==> src/rtl/trk_pkg.sv <==
package trk_pkg;
    typedef enum logic [1:0] {
        TRK_IDLE   = 2'd0,
        TRK_ACTIVE = 2'd1,
        TRK_DONE   = 2'd2
    } trk_state_e;
endpackage

==> src/rtl/tracker_link_store.sv <==
module tracker_link_store #(
    parameter int MAX_SW = 32,
    parameter int IDX_W  = $clog2(MAX_SW + 1)
) (
    input  logic             clk,
    input  logic             rst_n,
    input  logic             load,
    input  logic [IDX_W-1:0] load_cnt,
    input  logic             unlink_en,
    input  logic [IDX_W-1:0] unlink_idx,
    input  logic [IDX_W-1:0] rd_idx,
    output logic             rd_live,
    output logic [IDX_W-1:0] rd_next,
    output logic [IDX_W-1:0] rd_prev
);
    localparam logic [IDX_W-1:0] NIL = IDX_W'(MAX_SW);

    logic [MAX_SW-1:0] live;
    logic [IDX_W-1:0]  nxt [MAX_SW];
    logic [IDX_W-1:0]  prv [MAX_SW];
    logic [MAX_SW-1:0] front;

    // Neighbours of the entry being removed, used by every entry's update
    logic [IDX_W-1:0]  cut_next, cut_prev;
    assign cut_next = rd_next;
    assign cut_prev = rd_prev;

    for (genvar g = 0; g < MAX_SW; g++) begin : g_entry
        localparam logic [IDX_W-1:0] ME   = IDX_W'(g);
        localparam logic [IDX_W-1:0] SUCC = IDX_W'(g + 1);
        localparam logic [IDX_W-1:0] PRED = (g >= 2) ? IDX_W'(g - 1) : NIL;

        always_ff @(posedge clk or negedge rst_n) begin
            if (!rst_n) begin
                live[g] <= 1'b0;
                nxt[g]  <= NIL;
                prv[g]  <= NIL;
            end else if (load) begin
                live[g] <= (g >= 1) && (ME < load_cnt);
                nxt[g]  <= (SUCC < load_cnt) ? SUCC : NIL;
                prv[g]  <= PRED;
            end else if (unlink_en) begin
                if (unlink_idx == ME) live[g] <= 1'b0;
                if (cut_prev == ME)   nxt[g]  <= cut_next;
                if (cut_next == ME)   prv[g]  <= cut_prev;
            end
        end

        assign front[g] = live[g] && (prv[g] == NIL);
    end

    always_comb begin
        rd_live = 1'b0;
        rd_next = NIL;
        rd_prev = NIL;
        for (int k = 0; k < MAX_SW; k++) begin
            if (IDX_W'(k) == rd_idx) begin
                rd_live = live[k];
                rd_next = nxt[k];
                rd_prev = prv[k];
            end
        end
    end

    // Ordered list has at most one entry without a predecessor
    assert_single_front_R4: assert property (@(posedge clk) disable iff (!rst_n)
        $onehot0(front));

    // A removed entry is no longer listed on the following cycle
    assert_unlinked_gone_R4: assert property (@(posedge clk) disable iff (!rst_n)
        (unlink_en && !load) |=> !(rd_live && rd_idx == $past(unlink_idx)));
endmodule

==> src/rtl/tracker_fsm.sv <==
module tracker_fsm
    import trk_pkg::*;
#(
    parameter int MAX_SW = 32,
    parameter int IDX_W  = $clog2(MAX_SW + 1)
) (
    input  logic             clk,
    input  logic             rst_n,
    input  logic             init_valid,
    input  logic [IDX_W-1:0] init_count,
    input  logic             eject_valid,
    input  logic [IDX_W-1:0] eject_idx,
    input  logic             head_rd,
    input  logic             rd_live,
    input  logic [IDX_W-1:0] rd_next,
    input  logic [IDX_W-1:0] rd_prev,
    output logic             load,
    output logic [IDX_W-1:0] load_cnt,
    output logic             unlink_en,
    output logic [IDX_W-1:0] unlink_idx,
    output logic [IDX_W-1:0] rd_idx,
    output logic [IDX_W-1:0] head,
    output logic             head_valid,
    output logic             all_done
);
    localparam logic [IDX_W-1:0] NIL = IDX_W'(MAX_SW);
    localparam logic [IDX_W-1:0] ONE = IDX_W'(1);

    trk_state_e       state_q, state_d;
    logic [IDX_W-1:0] head_q, head_d;
    logic             removes_front;

    assign load     = init_valid;
    assign load_cnt = (init_count > NIL) ? NIL : init_count;

    // The eject port wins over head-read
    assign rd_idx     = eject_valid ? eject_idx : head_q;
    assign unlink_idx = rd_idx;
    assign unlink_en  = (state_q == TRK_ACTIVE) && !init_valid
                        && (eject_valid || head_rd) && rd_live;
    assign removes_front = unlink_en && (rd_prev == NIL);

    always_comb begin
        state_d = state_q;
        head_d  = head_q;
        if (init_valid) begin
            if (load_cnt > ONE) begin
                state_d = TRK_ACTIVE;
                head_d  = ONE;
            end else begin
                state_d = TRK_DONE;
                head_d  = NIL;
            end
        end else begin
            unique case (state_q)
                TRK_IDLE:   state_d = TRK_IDLE;
                TRK_ACTIVE: begin
                    if (removes_front) begin
                        head_d = rd_next;
                        if (rd_next == NIL) state_d = TRK_DONE;
                    end
                end
                TRK_DONE:   state_d = TRK_DONE;
                default:    state_d = TRK_IDLE;
            endcase
        end
    end

    always_ff @(posedge clk or negedge rst_n) begin
        if (!rst_n) begin
            state_q <= TRK_IDLE;
            head_q  <= NIL;
        end else begin
            state_q <= state_d;
            head_q  <= head_d;
        end
    end

    always_comb begin
        head       = head_q;
        head_valid = 1'b0;
        all_done   = 1'b0;
        unique case (state_q)
            TRK_IDLE:   ;
            TRK_ACTIVE: head_valid = 1'b1;
            TRK_DONE:   all_done   = 1'b1;
            default:    ;
        endcase
    end

    assert_load_head_R2: assert property (@(posedge clk) disable iff (!rst_n)
        (init_valid && init_count > ONE) |=> (head_q == ONE && state_q == TRK_ACTIVE));

    assert_ignored_stable_R5: assert property (@(posedge clk) disable iff (!rst_n)
        (eject_valid && !init_valid && !rd_live) |=> $stable(head_q));

    assert_head_ascends_R8: assert property (@(posedge clk) disable iff (!rst_n)
        (!init_valid && state_q == TRK_ACTIVE) |=> (head_q >= $past(head_q)));

    assert_done_sentinel_R10: assert property (@(posedge clk) disable iff (!rst_n)
        (state_q == TRK_DONE) |-> (head_q == NIL));

    assert_idle_frozen_R11: assert property (@(posedge clk) disable iff (!rst_n)
        (state_q == TRK_IDLE && !init_valid) |=> (state_q == TRK_IDLE && head_q == NIL));
endmodule

==> src/rtl/unrouted_switch_tracker.sv <==
module unrouted_switch_tracker #(
    parameter int MAX_SW = 32,
    parameter int IDX_W  = $clog2(MAX_SW + 1)
) (
    input  logic             clk,
    input  logic             rst_n,
    input  logic             init_valid,
    input  logic [IDX_W-1:0] init_count,
    input  logic             eject_valid,
    input  logic [IDX_W-1:0] eject_idx,
    input  logic             head_rd,
    output logic [IDX_W-1:0] head,
    output logic             head_valid,
    output logic             all_done
);
    logic             load, unlink_en, rd_live;
    logic [IDX_W-1:0] load_cnt, unlink_idx, rd_idx, rd_next, rd_prev;

    tracker_fsm #(.MAX_SW(MAX_SW), .IDX_W(IDX_W)) u_fsm (
        .clk        (clk),
        .rst_n      (rst_n),
        .init_valid (init_valid),
        .init_count (init_count),
        .eject_valid(eject_valid),
        .eject_idx  (eject_idx),
        .head_rd    (head_rd),
        .rd_live    (rd_live),
        .rd_next    (rd_next),
        .rd_prev    (rd_prev),
        .load       (load),
        .load_cnt   (load_cnt),
        .unlink_en  (unlink_en),
        .unlink_idx (unlink_idx),
        .rd_idx     (rd_idx),
        .head       (head),
        .head_valid (head_valid),
        .all_done   (all_done)
    );

    tracker_link_store #(.MAX_SW(MAX_SW), .IDX_W(IDX_W)) u_store (
        .clk       (clk),
        .rst_n     (rst_n),
        .load      (load),
        .load_cnt  (load_cnt),
        .unlink_en (unlink_en),
        .unlink_idx(unlink_idx),
        .rd_idx    (rd_idx),
        .rd_live   (rd_live),
        .rd_next   (rd_next),
        .rd_prev   (rd_prev)
    );

    assert_valid_excl_R10: assert property (@(posedge clk) disable iff (!rst_n)
        !(head_valid && all_done));
endmodule

==> config.mk <==
export PLATFORM = sky130hd
export DESIGN_NAME = unrouted_switch_tracker
export DESIGN_NICKNAME = d
export VERILOG_FILES = /design/src/rtl/trk_pkg.sv /design/src/rtl/tracker_link_store.sv /design/src/rtl/tracker_fsm.sv /design/src/rtl/unrouted_switch_tracker.sv
export SDC_FILE = /design/constraint.sdc
export NUM_CORES = 1
export LEC_CHECK = 0
export ABC_AREA = 1
export BUFFER_PORTS_ARGS = -buffer_cell sky130_fd_sc_hd__buf_2
export CAP_MARGIN = 20
export CORE_MARGIN = 2
export CORE_UTILIZATION = 40
export DETAILED_ROUTE_END_ITERATION = 16
export REMOVE_ABC_BUFFERS = 1
export SLEW_MARGIN = 10
export SYNTH_ARGS = -nofsm -noshare
export SYNTH_HDL_FRONTEND = slang
export SYNTH_SLANG_ARGS = --single-unit
==> constraint.sdc <==
create_clock -name clk -period 5.2 [get_ports clk]
set_input_delay 0.52 -clock clk [delete_from_list [all_inputs] [get_ports clk]]
set_output_delay 0.52 -clock clk [all_outputs]
set_load 0.05 [all_outputs]
==> impl_metrics.yaml <==
status:
  status: "finished clean"
worst_setup_path:
  start_kind: "flop"
  cp.arrival_ns: 5.38
  critPathKind: "flop to flop"
  path_max_fanout: 11
  cp_data_required_time_ns: 5.72
  path_common_cell: "nand2_1"
  cpPeakStageDelay_ns: 0.57
  end_kind: "flop"
  reg2regPathDepth: 30
  slowest_stage: "dfstp_2"
cells_and_area:
  final_nets: 3043
  multi_input_area_sq_mm: 0.0101
  fin_area_sq_mm: 0.0251
  fin_util_pct: 45.9
  drive_gt1_share_pct: 15.9
  num-fill-cells: 5485
  stdcell_count: 3768
  syn_to_final_growth_pct: 14.0
  final-seq-area_sq_mm: 0.0107
pwr:
  ir_worst_vdd_uv: 237
  p_per_area_mw_per_mm2: 345
  leakage_nw: 12.4
  pwr-share-seq_pct: 43.5
  p_int_mw: 5.99
  switching_power_mw: 2.69
  power_frac_comb_pct: 17.1
  pwr-share-clk_pct: 39.5
  swShare_pct: 31.0
clock_network:
  cts_made_buffers: 47
  cts_sinks: 423
  worst_skew_pair.late_latency_ns: 0.61
  clk_path_buf_depth: 3
  root_buffer: "clkbuf_16"
  h-tree-depth: 2
  tritoncts: "done"
  clkTransAtPathRegs_ns: 0.07
timing:
  worst_clock_skew_ns: 0.0311
  setup_viol: 0
  maxSlewViolCount: 0
  period_share_pct: 93.4
  maxSlewHeadroom_pct: 28.2
  rsz0062_at_grt: "false"
  timing.setup.tns_ns: 0
  fin_crit_ns: 4.86
  finalHoldViolCount: 0
  worstMarginPinSlew_ns: 1.07
  max_freq_mhz: 206
die:
  core_area_sq_mm: 0.0548
  die_h_um: 239
  die_area_sq_mm: 0.0570
  start_util_pct: 40.3
  io_pins: 25
  die_x_um: 239
  rows: 86
placement:
  gp_congestion: 0.965
  dp_hpwl_um: 56500
  dp.cells: 3677
  place_area_sq_mm: 0.0235
  io_buffers: 24
synthesis:
  synth_flop_cell: "dfrtp_1"
  syn_area_sq_mm: 0.0220
  async_reset_ff_share_pct: 100
  yosysMostFrequentCell: "nand2_1"
  synth-seq-cells: 423
  synth_top_area_share_pct: 40.6
  synth.top_cells.by_count: "1004 x nand2_1, 465 x nand3_1, 358 x dfrtp_1"
  synthTopCellsByArea: "dfrtp_1 41%, nand2_1 17%, nand3_1 11%"
  synth_cell_type_count: 36
  synth_largest_area_cell: "dfrtp_1"
  syn_inst: 2952
  seq_area_frac_synth_pct: 48.4
  synth_warnings: 0
  avgSynthCellArea_sq_um: 7.47
  synth_edf_count: 0
global_route:
  grt_pass1_vias: 20100
  grt_overflow: 0
  grt_use_total_pct: 28.1
  grt_start_max_net_pins: 200
  antenna_found_initial: 0
  grt_pass1_wl_um: 122000
min_path:
  holdCritPathClass: "input pin to flop"
  worstHoldPathCells: 3
route:
  drc: 0
  wl_per_cell_um: 21.3
  vias: 21300
  drt_wl_total_um: 80300
  first_pass_iters: 8
  drt_iter0_markers: 2579
  postRouteAntennaNets: 0
  avgViaCountPerCell: 5.64
flow_run:
  maxCapViolCount: 0
cell families (layout without fill, tap and decap cells):
| group | after synthesis | count (layout) | synth area share [%] |
|---|---|---|---|
| AND/OR/NAND/NOR | 1923 | 1923 | 39.0 |
| flip-flops | 423 | 423 | 48.4 |
| buffers and inverters | 320 | 431 | 5.90 |
| AO/OA/AOI/OAI | 284 | 284 | 6.66 |
| adder cells (fa/ha/maj) | 2 | 2 | 0.113 |
| other | 0 | 1 | 0 |
metrics by stage:
step	hold slack, ns	worst slack (ns)	power [mW]
3_3_place_gp	0.469	-0.0325	5.24
4_1_cts	0.319	0.330	8.69
2_1_floorplan	0.224	-5.76	4.62
5_1_grt	0.336	0.0103	8.99
3_5_place_dp	0.470	-0.0528	5.26
6_report	0.343	0.341	8.68
layer usage:
metal	track usage, %	share of wire [%]	wire length (um)
met2	43.3	44	35500
met4	10.9	3.9	3170
met3	5.33	8.8	7090
met5	0	0	0
met1	38.9	43	34500
final timing paths:
kind	start	to	slack (ns)
max in group asynchronous	rst_n	u_store.prv[54]	3.41
worst max register to register	u_fsm.head[5]	u_store.prv[181]	0.34
worst min register to register	u_store.prv[125]	u_store.prv[125]	0.48
worst max-delay path	u_fsm.head[5]	u_store.prv[181]	0.34
worst min-delay path	init_count[1]	u_fsm.state_q[0]	0.34
min in group asynchronous	rst_n	u_store.nxt[171]	0.53
power by group through the flow:
| stage | Clock (mW) | Combinational (mW) | Sequential [mW] |
|---|---|---|---|
| after floorplan | 0 | 0.839 | 3.79 |
| after global routing | 3.60 | 1.60 | 3.80 |
| after CTS | 3.47 | 1.45 | 3.77 |
| after detailed placement | 0 | 1.44 | 3.82 |
| final | 3.42 | 1.48 | 3.77 |
| after global placement | 0 | 1.43 | 3.81 |
state kept, by name, summed over array words and instances, names as in the netlist:
signal         flops
u_store.nxt      192
u_store.prv      192
u_store.live      31
u_fsm.state_q      2
u_fsm.head         6
cell type report:
class,count,area share (%)
inverters,201,3.04
repair buffers,142,4.59
flip-flops and latches,423,42.4
clock buffers,77,5.73
multi-input cells,2209,40.2
clock inverters,11,0.488
diodes,1,0.00996
well taps,704,3.50
layout by cell type, fill, tap and decap left out, drive strengths merged:
cell	count
nand2	1067
nand3	467
dfrtp	358
nor2	237
o21ai	216
inv	198
buf	141
or2	78
clkbuf	77
nand4	71
dfstp	65
a21oi	57
clkinv	11
o211ai	5
nor3	3
a31o	3
o21bai	2
ha	2
bufinv	2
diode	1
a22oi	1
clkinvlp	1
dlygate4sd3	1
worst max-delay path, delay by kind of cell, from the launching register on:
kind                   cells  cell delay, ns
AOI/OAI and AO/OA          1            0.12
buffers and inverters      3            0.38
DFF                        1            0.57
and+or+nand+nor           26            3.69
timing repair:
action / CTS / global route
buffers inserted: 0 / 0
hold endpoints to repair: 67 / 0
hold buffers: 1 / 0
gates resized for setup: 0 / 4
endpoints found under the setup margin: 0 / 51
(Power assumes the default switching activity.)
